## src/rtl/shadow_rx_pkg.sv

```systemverilog
package shadow_rx_pkg;

  typedef enum logic [3:0] {
    TAP_TLR, TAP_RTI, TAP_SEL_DR, TAP_CAP_DR, TAP_SHIFT_DR, TAP_EXIT1_DR,
    TAP_PAUSE_DR, TAP_EXIT2_DR, TAP_UPD_DR, TAP_SEL_IR, TAP_CAP_IR,
    TAP_SHIFT_IR, TAP_EXIT1_IR, TAP_PAUSE_IR, TAP_EXIT2_IR, TAP_UPD_IR
  } tapState_e;

  typedef enum logic [1:0] {
    RX_IDLE, RX_DATA, RX_STOP, RX_ACK
  } rxState_e;

  // Strobes from control to datapath
  typedef struct packed {
    logic clearRx;   // start of a new frame
    logic capFirst;  // hold first bit of a pair
    logic shiftBit;  // accept a decoded address bit
    logic ackStart;  // load acknowledgement
    logic ackStep;   // advance acknowledgement
  } rxStrobes_t;

endpackage

```

## src/rtl/tap_tracker.sv

```systemverilog
module tap_tracker
  import shadow_rx_pkg::*;
(
  input  logic      clk,
  input  logic      rstN,
  input  logic      tms,
  output tapState_e tapState
);

  tapState_e nextState;

  always_comb begin
    nextState = tapState;
    unique case (tapState)
      TAP_TLR:      nextState = tms ? TAP_TLR      : TAP_RTI;
      TAP_RTI:      nextState = tms ? TAP_SEL_DR   : TAP_RTI;
      TAP_SEL_DR:   nextState = tms ? TAP_SEL_IR   : TAP_CAP_DR;
      TAP_CAP_DR:   nextState = tms ? TAP_EXIT1_DR : TAP_SHIFT_DR;
      TAP_SHIFT_DR: nextState = tms ? TAP_EXIT1_DR : TAP_SHIFT_DR;
      TAP_EXIT1_DR: nextState = tms ? TAP_UPD_DR   : TAP_PAUSE_DR;
      TAP_PAUSE_DR: nextState = tms ? TAP_EXIT2_DR : TAP_PAUSE_DR;
      TAP_EXIT2_DR: nextState = tms ? TAP_UPD_DR   : TAP_SHIFT_DR;
      TAP_UPD_DR:   nextState = tms ? TAP_SEL_DR   : TAP_RTI;
      TAP_SEL_IR:   nextState = tms ? TAP_TLR      : TAP_CAP_IR;
      TAP_CAP_IR:   nextState = tms ? TAP_EXIT1_IR : TAP_SHIFT_IR;
      TAP_SHIFT_IR: nextState = tms ? TAP_EXIT1_IR : TAP_SHIFT_IR;
      TAP_EXIT1_IR: nextState = tms ? TAP_UPD_IR   : TAP_PAUSE_IR;
      TAP_PAUSE_IR: nextState = tms ? TAP_EXIT2_IR : TAP_PAUSE_IR;
      TAP_EXIT2_IR: nextState = tms ? TAP_UPD_IR   : TAP_SHIFT_IR;
      TAP_UPD_IR:   nextState = tms ? TAP_SEL_DR   : TAP_RTI;
      default:      nextState = TAP_TLR;
    endcase
  end

  always_ff @(posedge clk or negedge rstN) begin
    if (!rstN) tapState <= TAP_TLR;
    else       tapState <= nextState;
  end

  // with tms held high, Test-Logic-Reset is never left
  assert_tlr_hold_R1: assert property (@(posedge clk) disable iff (!rstN)
    (tapState == TAP_TLR && tms) |=> tapState == TAP_TLR);

endmodule

```

## src/rtl/shadow_rx_dp.sv

```systemverilog
module shadow_rx_dp
  import shadow_rx_pkg::*;
#(
  parameter int ADDR_W = 10
) (
  input  logic              clk,
  input  logic              rstN,
  input  logic              tdi,
  input  logic [ADDR_W-1:0] myAddr,
  input  rxStrobes_t        stb,
  output logic              firstHalf,
  output logic              dataLast,
  output logic              ackLast,
  output logic              ackBit,
  output logic              isDsa,
  output logic              isRsa,
  output logic              isTsa,
  output logic              isMatch
);

  localparam int FRAME_LEN = 2 * ADDR_W + 4;
  localparam int ACK_CNT_W = $clog2(FRAME_LEN);
  localparam int BIT_CNT_W = $clog2(ADDR_W + 1);
  localparam logic [ADDR_W-1:0] CODE_DSA = '1;
  localparam logic [ADDR_W-1:0] CODE_RSA = CODE_DSA - ADDR_W'(1);
  localparam logic [ADDR_W-1:0] CODE_TSA = CODE_DSA - ADDR_W'(2);
  localparam logic [ACK_CNT_W-1:0] ACK_DATA_LO = ACK_CNT_W'(2);
  localparam logic [ACK_CNT_W-1:0] ACK_STOP_LO = ACK_CNT_W'(FRAME_LEN - 2);
  localparam logic [ACK_CNT_W-1:0] ACK_END     = ACK_CNT_W'(FRAME_LEN - 1);

  logic [ADDR_W-1:0]    rxShift;
  logic [BIT_CNT_W-1:0] bitCnt;
  logic [ACK_CNT_W-1:0] ackCnt;
  logic [ADDR_W-1:0]    ackShift;
  logic                 ackInData;

  assign ackInData = (ackCnt >= ACK_DATA_LO) && (ackCnt < ACK_STOP_LO);

  always_ff @(posedge clk or negedge rstN) begin
    if (!rstN) begin
      firstHalf <= 1'b0;
      rxShift   <= '0;
      bitCnt    <= '0;
      ackCnt    <= '0;
      ackShift  <= '0;
    end else begin
      if (stb.capFirst) firstHalf <= tdi;
      if (stb.clearRx) begin
        bitCnt <= '0;
      end else if (stb.shiftBit) begin
        rxShift <= {rxShift[ADDR_W-2:0], firstHalf};
        bitCnt  <= bitCnt + BIT_CNT_W'(1);
      end
      if (stb.ackStart) begin
        ackCnt   <= '0;
        ackShift <= myAddr;
      end else if (stb.ackStep) begin
        ackCnt <= ackCnt + ACK_CNT_W'(1);
        if (ackInData && ackCnt[0]) ackShift <= {ackShift[ADDR_W-2:0], 1'b0};
      end
    end
  end

  assign dataLast = (bitCnt == BIT_CNT_W'(ADDR_W - 1));
  assign ackLast  = (ackCnt == ACK_END);
  assign isDsa    = (rxShift == CODE_DSA);
  assign isRsa    = (rxShift == CODE_RSA);
  assign isTsa    = (rxShift == CODE_TSA);
  assign isMatch  = (rxShift == myAddr);

  always_comb begin
    if (ackCnt < ACK_DATA_LO)       ackBit = 1'b1;
    else if (ackCnt >= ACK_STOP_LO) ackBit = 1'b0;
    else                            ackBit = ackShift[ADDR_W-1] ^ ackCnt[0];
  end

  // acknowledgement frame opens with a start-marker bit
  assert_ack_lead_R2: assert property (@(posedge clk) disable iff (!rstN)
    stb.ackStart |=> ackBit);

  // the bit counter never runs past one frame's worth of address bits
  assert_bitcnt_bound_R2: assert property (@(posedge clk) disable iff (!rstN)
    bitCnt <= BIT_CNT_W'(ADDR_W));

endmodule

```

## src/rtl/shadow_rx_ctrl.sv

```systemverilog
module shadow_rx_ctrl
  import shadow_rx_pkg::*;
(
  input  logic       clk,
  input  logic       rstN,
  input  logic       tdi,
  input  tapState_e  tapState,
  input  logic       firstHalf,
  input  logic       dataLast,
  input  logic       ackLast,
  input  logic       isDsa,
  input  logic       isRsa,
  input  logic       isTsa,
  input  logic       isMatch,
  output rxStrobes_t stb,
  output logic       ackEn,
  output logic       connectReq,
  output logic       disconnectReq,
  output logic       resetReq,
  output logic       multicastReq
);

  rxState_e rxState, nState;
  logic     sawOne, nSaw;
  logic     phase, nPhase;
  logic     nConn, nDisc, nRst, nMc;
  logic     stable, inPause;

  assign inPause = (tapState == TAP_PAUSE_DR) || (tapState == TAP_PAUSE_IR);
  assign stable  = inPause || (tapState == TAP_TLR) || (tapState == TAP_RTI);

  always_comb begin
    nState = rxState;
    nSaw   = 1'b0;
    nPhase = phase;
    nConn  = 1'b0;
    nDisc  = 1'b0;
    nRst   = 1'b0;
    nMc    = 1'b0;
    stb    = '0;
    unique case (rxState)
      RX_IDLE: begin
        if (stable) begin
          if (sawOne && tdi) begin
            nState      = RX_DATA;
            nPhase      = 1'b0;
            stb.clearRx = 1'b1;
          end else begin
            nSaw = tdi;
          end
        end
      end
      RX_DATA: begin
        if (!stable) begin
          nState = RX_IDLE;
        end else if (!phase) begin
          stb.capFirst = 1'b1;
          nPhase       = 1'b1;
        end else begin
          nPhase = 1'b0;
          if (tdi != firstHalf) begin
            stb.shiftBit = 1'b1;
            if (dataLast) nState = RX_STOP;
          end else begin
            nState = RX_IDLE;
          end
        end
      end
      RX_STOP: begin
        if (!stable) begin
          nState = RX_IDLE;
        end else if (!phase) begin
          stb.capFirst = 1'b1;
          nPhase       = 1'b1;
        end else begin
          nPhase = 1'b0;
          nState = RX_IDLE;
          if (!tdi && !firstHalf) begin
            if (isDsa)      nDisc = 1'b1;
            else if (isRsa) nRst  = 1'b1;
            else if (isTsa) nMc   = inPause;
            else if (isMatch) begin
              nState       = RX_ACK;
              stb.ackStart = 1'b1;
            end else        nDisc = 1'b1;
          end
        end
      end
      RX_ACK: begin
        stb.ackStep = 1'b1;
        if (ackLast) begin
          nState = RX_IDLE;
          nConn  = 1'b1;
        end
      end
      default: nState = RX_IDLE;
    endcase
  end

  always_ff @(posedge clk or negedge rstN) begin
    if (!rstN) begin
      rxState       <= RX_IDLE;
      sawOne        <= 1'b0;
      phase         <= 1'b0;
      connectReq    <= 1'b0;
      disconnectReq <= 1'b0;
      resetReq      <= 1'b0;
      multicastReq  <= 1'b0;
    end else begin
      rxState       <= nState;
      sawOne        <= nSaw;
      phase         <= nPhase;
      connectReq    <= nConn;
      disconnectReq <= nDisc;
      resetReq      <= nRst;
      multicastReq  <= nMc;
    end
  end

  assign ackEn = (rxState == RX_ACK);

  // never two commands at once
  assert_one_cmd_R12: assert property (@(posedge clk) disable iff (!rstN)
    $onehot0({connectReq, disconnectReq, resetReq, multicastReq}));

  // a command is gone one cycle later
  assert_cmd_pulse_R12: assert property (@(posedge clk) disable iff (!rstN)
    (connectReq || disconnectReq || resetReq || multicastReq)
      |=> !(connectReq || disconnectReq || resetReq || multicastReq));

  // leaving the parking states drops a frame in progress
  assert_abort_unstable_R3: assert property (@(posedge clk) disable iff (!rstN)
    ((rxState == RX_DATA || rxState == RX_STOP) && !stable) |=> rxState == RX_IDLE);

  // connect only follows an acknowledgement
  assert_connect_after_ack_R5: assert property (@(posedge clk) disable iff (!rstN)
    connectReq |-> $past(ackEn));

  // multicast only when the stop was seen in a pause state
  assert_mc_in_pause_R9: assert property (@(posedge clk) disable iff (!rstN)
    multicastReq |-> $past(inPause));

endmodule

```

## src/rtl/shadow_addr_rx.sv

```systemverilog
module shadow_addr_rx
  import shadow_rx_pkg::*;
#(
  parameter int ADDR_W = 10
) (
  input  logic              clk,
  input  logic              rstN,
  input  logic              tms,
  input  logic              tdi,
  input  logic [ADDR_W-1:0] myAddr,
  output logic              ackEn,
  output logic              ackOut,
  output logic              connectReq,
  output logic              disconnectReq,
  output logic              resetReq,
  output logic              multicastReq
);

  tapState_e  tapState;
  rxStrobes_t stb;
  logic firstHalf, dataLast, ackLast, ackBit;
  logic isDsa, isRsa, isTsa, isMatch;

  tap_tracker u_tap (
    .clk      (clk),
    .rstN     (rstN),
    .tms      (tms),
    .tapState (tapState)
  );

  shadow_rx_dp #(.ADDR_W(ADDR_W)) u_dp (
    .clk       (clk),
    .rstN      (rstN),
    .tdi       (tdi),
    .myAddr    (myAddr),
    .stb       (stb),
    .firstHalf (firstHalf),
    .dataLast  (dataLast),
    .ackLast   (ackLast),
    .ackBit    (ackBit),
    .isDsa     (isDsa),
    .isRsa     (isRsa),
    .isTsa     (isTsa),
    .isMatch   (isMatch)
  );

  shadow_rx_ctrl u_ctrl (
    .clk           (clk),
    .rstN          (rstN),
    .tdi           (tdi),
    .tapState      (tapState),
    .firstHalf     (firstHalf),
    .dataLast      (dataLast),
    .ackLast       (ackLast),
    .isDsa         (isDsa),
    .isRsa         (isRsa),
    .isTsa         (isTsa),
    .isMatch       (isMatch),
    .stb           (stb),
    .ackEn         (ackEn),
    .connectReq    (connectReq),
    .disconnectReq (disconnectReq),
    .resetReq      (resetReq),
    .multicastReq  (multicastReq)
  );

  assign ackOut = ackEn & ackBit;

endmodule

```

## config.mk

```make
export PLATFORM = sky130hd
export DESIGN_NAME = shadow_addr_rx
export DESIGN_NICKNAME = d
export VERILOG_FILES = /design/src/rtl/shadow_rx_pkg.sv /design/src/rtl/tap_tracker.sv /design/src/rtl/shadow_rx_dp.sv /design/src/rtl/shadow_rx_ctrl.sv /design/src/rtl/shadow_addr_rx.sv
export SDC_FILE = /design/constraint.sdc
export NUM_CORES = 1
export LEC_CHECK = 0
export BUFFER_PORTS_ARGS = -buffer_cell sky130_fd_sc_hd__buf_2
export CORE_MARGIN = 2
export CORE_UTILIZATION = 54
export CTS_CLUSTER_DIAMETER = 80
export DETAILED_ROUTE_END_ITERATION = 10
export PLACE_DENSITY = 0.81
export SLEW_MARGIN = 20
export SYNTH_ARGS = -nofsm -noshare
export SYNTH_HDL_FRONTEND = slang
export SYNTH_SLANG_ARGS = --single-unit
```

## constraint.sdc

```tcl
create_clock -name clk -period 2.3 [get_ports clk]
set_input_delay 0.115 -clock clk [delete_from_list [all_inputs] [get_ports clk]]
set_output_delay 0.115 -clock clk [all_outputs]
set_load 0.005 [all_outputs]
```

# Word-level counts from Yosys, hierarchy flattened
# Index checks and enable logic that the tools add are counted.
[op_classes]
add_sub_neg = 2
n_lt_le_gt_ge = 4
eq_ne = 32
mux = 86
n_bitwise = 3
reduce_logical = 23
[op_table]
columns = ["operator", "n"]
rows = [
  ["2-to-1 mux 1 bit", 51],
  ["one-hot mux 4 bit (12 select lines)", 1],
  ["equality test 4 bit (second input constant)", 9],
  ["2-to-1 mux 2 bit", 18],
  ["equality test 10 bit (second input constant)", 3],
  ["2-to-1 mux 10 bit", 3],
  ["2-to-1 mux 4 bit", 6],
  ["equality test 4 x 3 -> 1 bit (second input constant)", 4],
  ["equality test 10 bit", 1],
  ["2-to-1 mux 5 bit", 2],
  ["equality test 4 x 2 -> 1 bit (second input constant)", 2],
  ["!= test 2 x 1 -> 1 bit (second input constant)", 4],
  ["one-hot mux 2 bit (4 select lines)", 1],
  ["nonzero test 2 bit", 4],
  ["2-to-1 mux 3 bit", 2],
  ["!= test 3 x 2 -> 1 bit (second input constant)", 2],
  ["AND reduction 6 bit", 1],
  ["OR reduction 2 bit", 3],
  ["adder 5 x 1 -> 5 bit (second input constant)", 1],
  ["equality test 5 bit (second input constant)", 1],
  [">= comparator 5 x 2 -> 1 bit (second input constant)", 1],
  [">= comparator 5 bit (second input constant)", 1],
  ["less-than comparator 5 x 2 -> 1 bit (second input constant)", 1],
  ["less-than comparator 5 bit (second input constant)", 1],
  ["other kinds (18)", 27],
]
[totals]
register_bits = 42
in_bits = 14
out_inout_bits = 6
word_cells = 163

# Logic depth before layout (Yosys ltp)
[depth]
word_depth = 11
ltp_mapped = 9
mapped_depth_nobuf = 7

# Cells and area by module
# From an unflattened synthesis, not the netlist that was laid out.
[hier_totals]
hier_cells = 254
area_unflattened_um2 = 2457.4
[by_module_without_submodules]
columns = ["module", "instances", "cells_per_inst", "area_each_um2", "seq_area_each_um2"]
rows = [
  ["shadow_rx_dp", 1, 151, 1562.7, 750.7],
  ["shadow_rx_ctrl", 1, 62, 573.0, 200.2],
  ["tap_tracker", 1, 40, 315.3, 100.1],
  ["shadow_addr_rx", 1, 1, 6.3, 0.0],
]

# Least setup slack after synthesis
# OpenSTA, ideal clock, no wires.
[synth_timing]
kind = "flip-flop to flip-flop"
start = "register u_dp.ackCnt[0]"
end = "register u_dp.ackShift[5]"
setup_ns = 0.125
t_arrival_ns = 2.052
required_ns = 2.175
setup_slack_ns = 0.123
stages_incl_launch_ff = 8
path_buffers = 0
period_less_slack_ns = 2.177
cell_sequence = "dfrtp_1 > inv_1 > ha_1 > or4_1 > o211ai_1 > a21oi_1 > mux2_2 > mux2_4"
[synth_between]
elab_chain_cells = 5
elab_cells_between_ends = 6
classes_between = "2 x order compare; 4 x reduce/logical"
[synth_lines]
columns = ["item", "line", "rtl"]
rows = [
  ["from (decl)", "shadow_rx_dp.sv:33", "logic [ACK_CNT_W-1:0] ackCnt;"],
  ["from (signal assigned)", "shadow_rx_dp.sv:58", "ackCnt <= ackCnt + ACK_CNT_W'(1);"],
  [">= comparator 5 x 2 -> 1 bit or less-than comparator 5 bit (tied branches)", "shadow_rx_dp.sv:37", "assign ackInData = (ackCnt >= ACK_DATA_LO) && (ackCnt < ACK_STOP_LO);"],
  ["logical AND 1 bit", "shadow_rx_dp.sv:37", ""],
  ["logical AND 1 bit *", "shadow_rx_dp.sv:59", "if (ackInData && ackCnt[0]) ackShift <= {ackShift[ADDR_W-2:0], 1'b0};"],
  ["nonzero test 2 bit (no line) *", "-", ""],
  ["AND reduction 2 bit (no line) *", "-", ""],
  ["to (signal assigned)", "shadow_rx_dp.sv:56", "ackShift <= myAddr;"],
  ["to (signal assigned)", "shadow_rx_dp.sv:59", ""],
  ["to (decl)", "shadow_rx_dp.sv:34", "logic [ADDR_W-1:0] ackShift;"],
]
# Mark *: on every way between the ends. The rest lies on a longest branch, timed or not.
# A chain may end at the register's enable or synchronous reset.

# Worst setup path in the final report
[layout_timing]
start = "register u_dp.ackCnt[0]"
end = "register u_dp.ackShift[1]"
# Same word-level chain as after synthesis.

==> impl_metrics.json <==
{
  "crit_fanout": 10,
  "crit_chain": "inv_1, ha_1, or4_1, o211ai_1, a21oi_2, mux2_2, mux2_2",
  "post-route-period-util_pct": 92.39,
  "antenna_cells": 0,
  "skew_ps": 4.304,
  "syn_nets": 255,
  "vdd_drop_max_uv": 609.7,
  "syn_area_sq_um": 2445,
  "cts_buffers": 5,
  "finalSetupViolations": 0,
  "fin_crit_ps": 2125,
  "antenna_left": 0,
  "cts.sinks": 42,
  "hold_class": "in -> reg",
  "cts_setup_buffers": 0,
  "power_mw": 2.831,
  "die_area_sq_um": 5082,
  "routed_via_density": 5.744,
  "grt_overflow": 0,
  "fin_setup_tns_ps": 0,
  "grt_first_pass_wirelength_mm": 7.900,
  "synthCells": 232,
  "htreeDepth": 2,
  "synthSimpleGateAreaFrac_pct": 17.40,
  "cp-start-kind": "register",
  "met1_length_mm": 2.108,
  "yosys_warnings": 0,
  "synth_top_family_by_area": "simple AND/OR/NAND/NOR gates",
  "io-pin-count": 20,
  "dr.first_iter.drc_count": 91,
  "mostFrequentLayoutCell": "dfrtp_1",
  "first_pass_iters": 4,
  "path_delay_family": "multiplexers",
  "crit_slowest_cell": "or4_1",
  "ys_seq_area_share_pct": 42.99,
  "fp-row-count": 24,
  "max_stage_delay_ps": 510,
  "vias": 1815,
  "synthAdderAreaFrac_pct": 4.606,
  "die_w_um": 71.29,
  "topRoutingLayerUsed": "met4",
  "ys_ff_latch": 42,
  "grt_antenna_before_repair": 0,
  "place_inst": 307,
  "nets": 286,
  "route.met3.wl_um": 165,
  "layout.cells.non_filler": 316,
  "synth_compound_area_share_pct": 10.34,
  "cts_buffer_depth": 2,
  "portBuffers": 19,
  "clk_pin_slew_ps": 80,
  "required_ps": 2490,
  "synth_mux_area_share_pct": 14.12,
  "finalHoldViolCount": 0,
  "start_util_pct": 56.15,
  "cts_tree": "built",
  "syn_to_final_growth_pct": 12.74,
  "drv_cap": 0,
  "maxSlewViolCount": 0,
  "place_congestion": 0.8623,
  "rsz0062_at_grt": "no",
  "hpwlAfterDp_mm": 3.318,
  "status": "finished clean",
  "worstPathArrival_ps": 2310,
  "routedWlPerCell_um": 14.49,
  "cp_common_cell": "mux2_2",
  "pre_cts_ws_ps": -14.96,
  "p_per_area_nw_per_um2": 1027,
  "grt_pass1_vias": 1778,
  "path_buf_inv": 1,
  "synth-edff-count": 0,
  "clk_latency_ps": 300,
  "synth_xor_area_share_pct": 6.090,
  "cts_root_buffer": "clkbuf_8",
  "grt_max_degree": 43,
  "finalWorstSetupSlack_ps": 175.1,
  "drive_gt1_share_pct": 29.55,
  "wl_met2_mm": 2.259,
  "syn_area_per_cell_sq_um": 10.54,
  "grtUsageTotal_pct": 19.69,
  "cellLeakagePower_nw": 1.282,
  "routed_wirelength_mm": 4.580,
  "async_flop_share_pct": 100.0,
  "tightest_slew_ps": 923.2,
  "layout_common_cells": "42 x dfrtp_1, 24 x mux2_2, 19 x buf_2, 17 x nor2_1, 16 x buf_4",
  "fmax_mhz": 470.6,
  "ys_types": 46,
  "dieHeight_um": 71.29,
  "slew_headroom_pct": 38.46,
  "remaining_drc_errors": 0,
  "ys.flop_type": "dfrtp_1",
  "final_util_pct": 63.30,
  "design.core.area_sq_um": 4354,
  "end_kind": "register",
  "crit_type": "reg -> reg"
}
==> layer usage <==
layer  global-route usage (%)  vias to the layer above
met5                        0                        -
li1                         -                      895
met2                    32.51                       27
met1                    25.85                      889
met4                    6.499                        0
met3                    4.360                        4
==> cells by family (layout without fill, tap and decap cells) <==
logic type | count (synthesis) | count (layout)
muxes | 29 | 29
AOI/OAI and AO/OA | 40 | 40
buffers and inverters | 20 | 52
DFF | 42 | 42
and+or+nand+nor | 75 | 75
adders and majority gates | 9 | 9
xor gates and xnor gates | 17 | 17
==> sequential cells by signal (all words and copies together), names as in the netlist, 2 cells and up <==
signal / count
u_dp.rxShift: 10
u_dp.ackShift: 10
u_tap.tapState: 4
u_dp.ackCnt: 5
u_dp.bitCnt: 4
u_ctrl.rxState: 2
==> power breakdown <==
| group | total, mW | switching, mW | internal [mW] |
|---|---|---|---|
| sequential | 1.09 | 0.177 | 0.912 |
| clock | 0.482 | 0.268 | 0.213 |
| combinational | 1.26 | 0.678 | 0.581 |
| total | 2.83 | 1.12 | 1.71 |
==> cells in the mapped netlist (all sizes together), types with 5 or more instances <==
cell    instances  share of area [%]
nor3            6                1.2
a31oi           5                1.3
nand4           7                2.4
a21oi           9                1.8
clkbuf          5               0.77
dfrtp          42                 43
xor2           15                5.4
buf             7                2.5
nand3           7                1.4
nand2          12                1.8
nor2           18                2.9
o21ai          10                2.0
inv             8                1.2
mux2           29                 14
ha              9                4.6
==> metrics by stage <==
stage / cell area, sq um / hold WS [ps]
after global placement: 2646 / 308.0
after floorplan: 2445 / -180.6
final: 2756 / 74.43
after detailed placement: 2646 / 311.5
after global routing: 2756 / 69.66
after CTS: 2750 / 65.07
==> worst paths after layout <==
check / cells past startpoint / slack, ps / to / from
max in group asynchronous: 2 / 1240 / u_ctrl.multicastReq$_DFF_PN0_ / rstN
max: 7 / 180 / u_dp.ackShift[1]$_DFFE_PN0P_ / u_dp.ackCnt[0]$_DFFE_PN0P_
min: 2 / 70 / u_dp.ackShift[7]$_DFFE_PN0P_ / myAddr[7]
min reg2reg: 1 / 500 / u_ctrl.sawOne$_DFF_PN0_ / u_ctrl.sawOne$_DFF_PN0_
min in group asynchronous: 2 / 490 / u_ctrl.resetReq$_DFF_PN0_ / rstN
max reg2reg: 7 / 180 / u_dp.ackShift[1]$_DFFE_PN0P_ / u_dp.ackCnt[0]$_DFFE_PN0P_
==> cell type report <==
| type | count | area, sq um |
|---|---|---|
| Clock buffer | 5 | 68.82 |
| Clock inverter | 3 | 21.27 |
| Fill cell | 369 | 1598 |
| Inverter | 8 | 30.03 |
| Multi-Input combinational cell | 170 | 1295 |
| Sequential cell | 42 | 1051 |
| Tap cell | 52 | 65.06 |
| Timing Repair Buffer | 36 | 225.2 |
==> repair_timing <==
item                                    in CTS  in global routing
hold endpoints to repair                    42                  0
cloned                                       0                  0
endpoints found under the setup margin       1                  5
resized for setup                            1                  1
hold buffers                                 1                  0
Note: power is estimated with default switching activity, not from simulation.
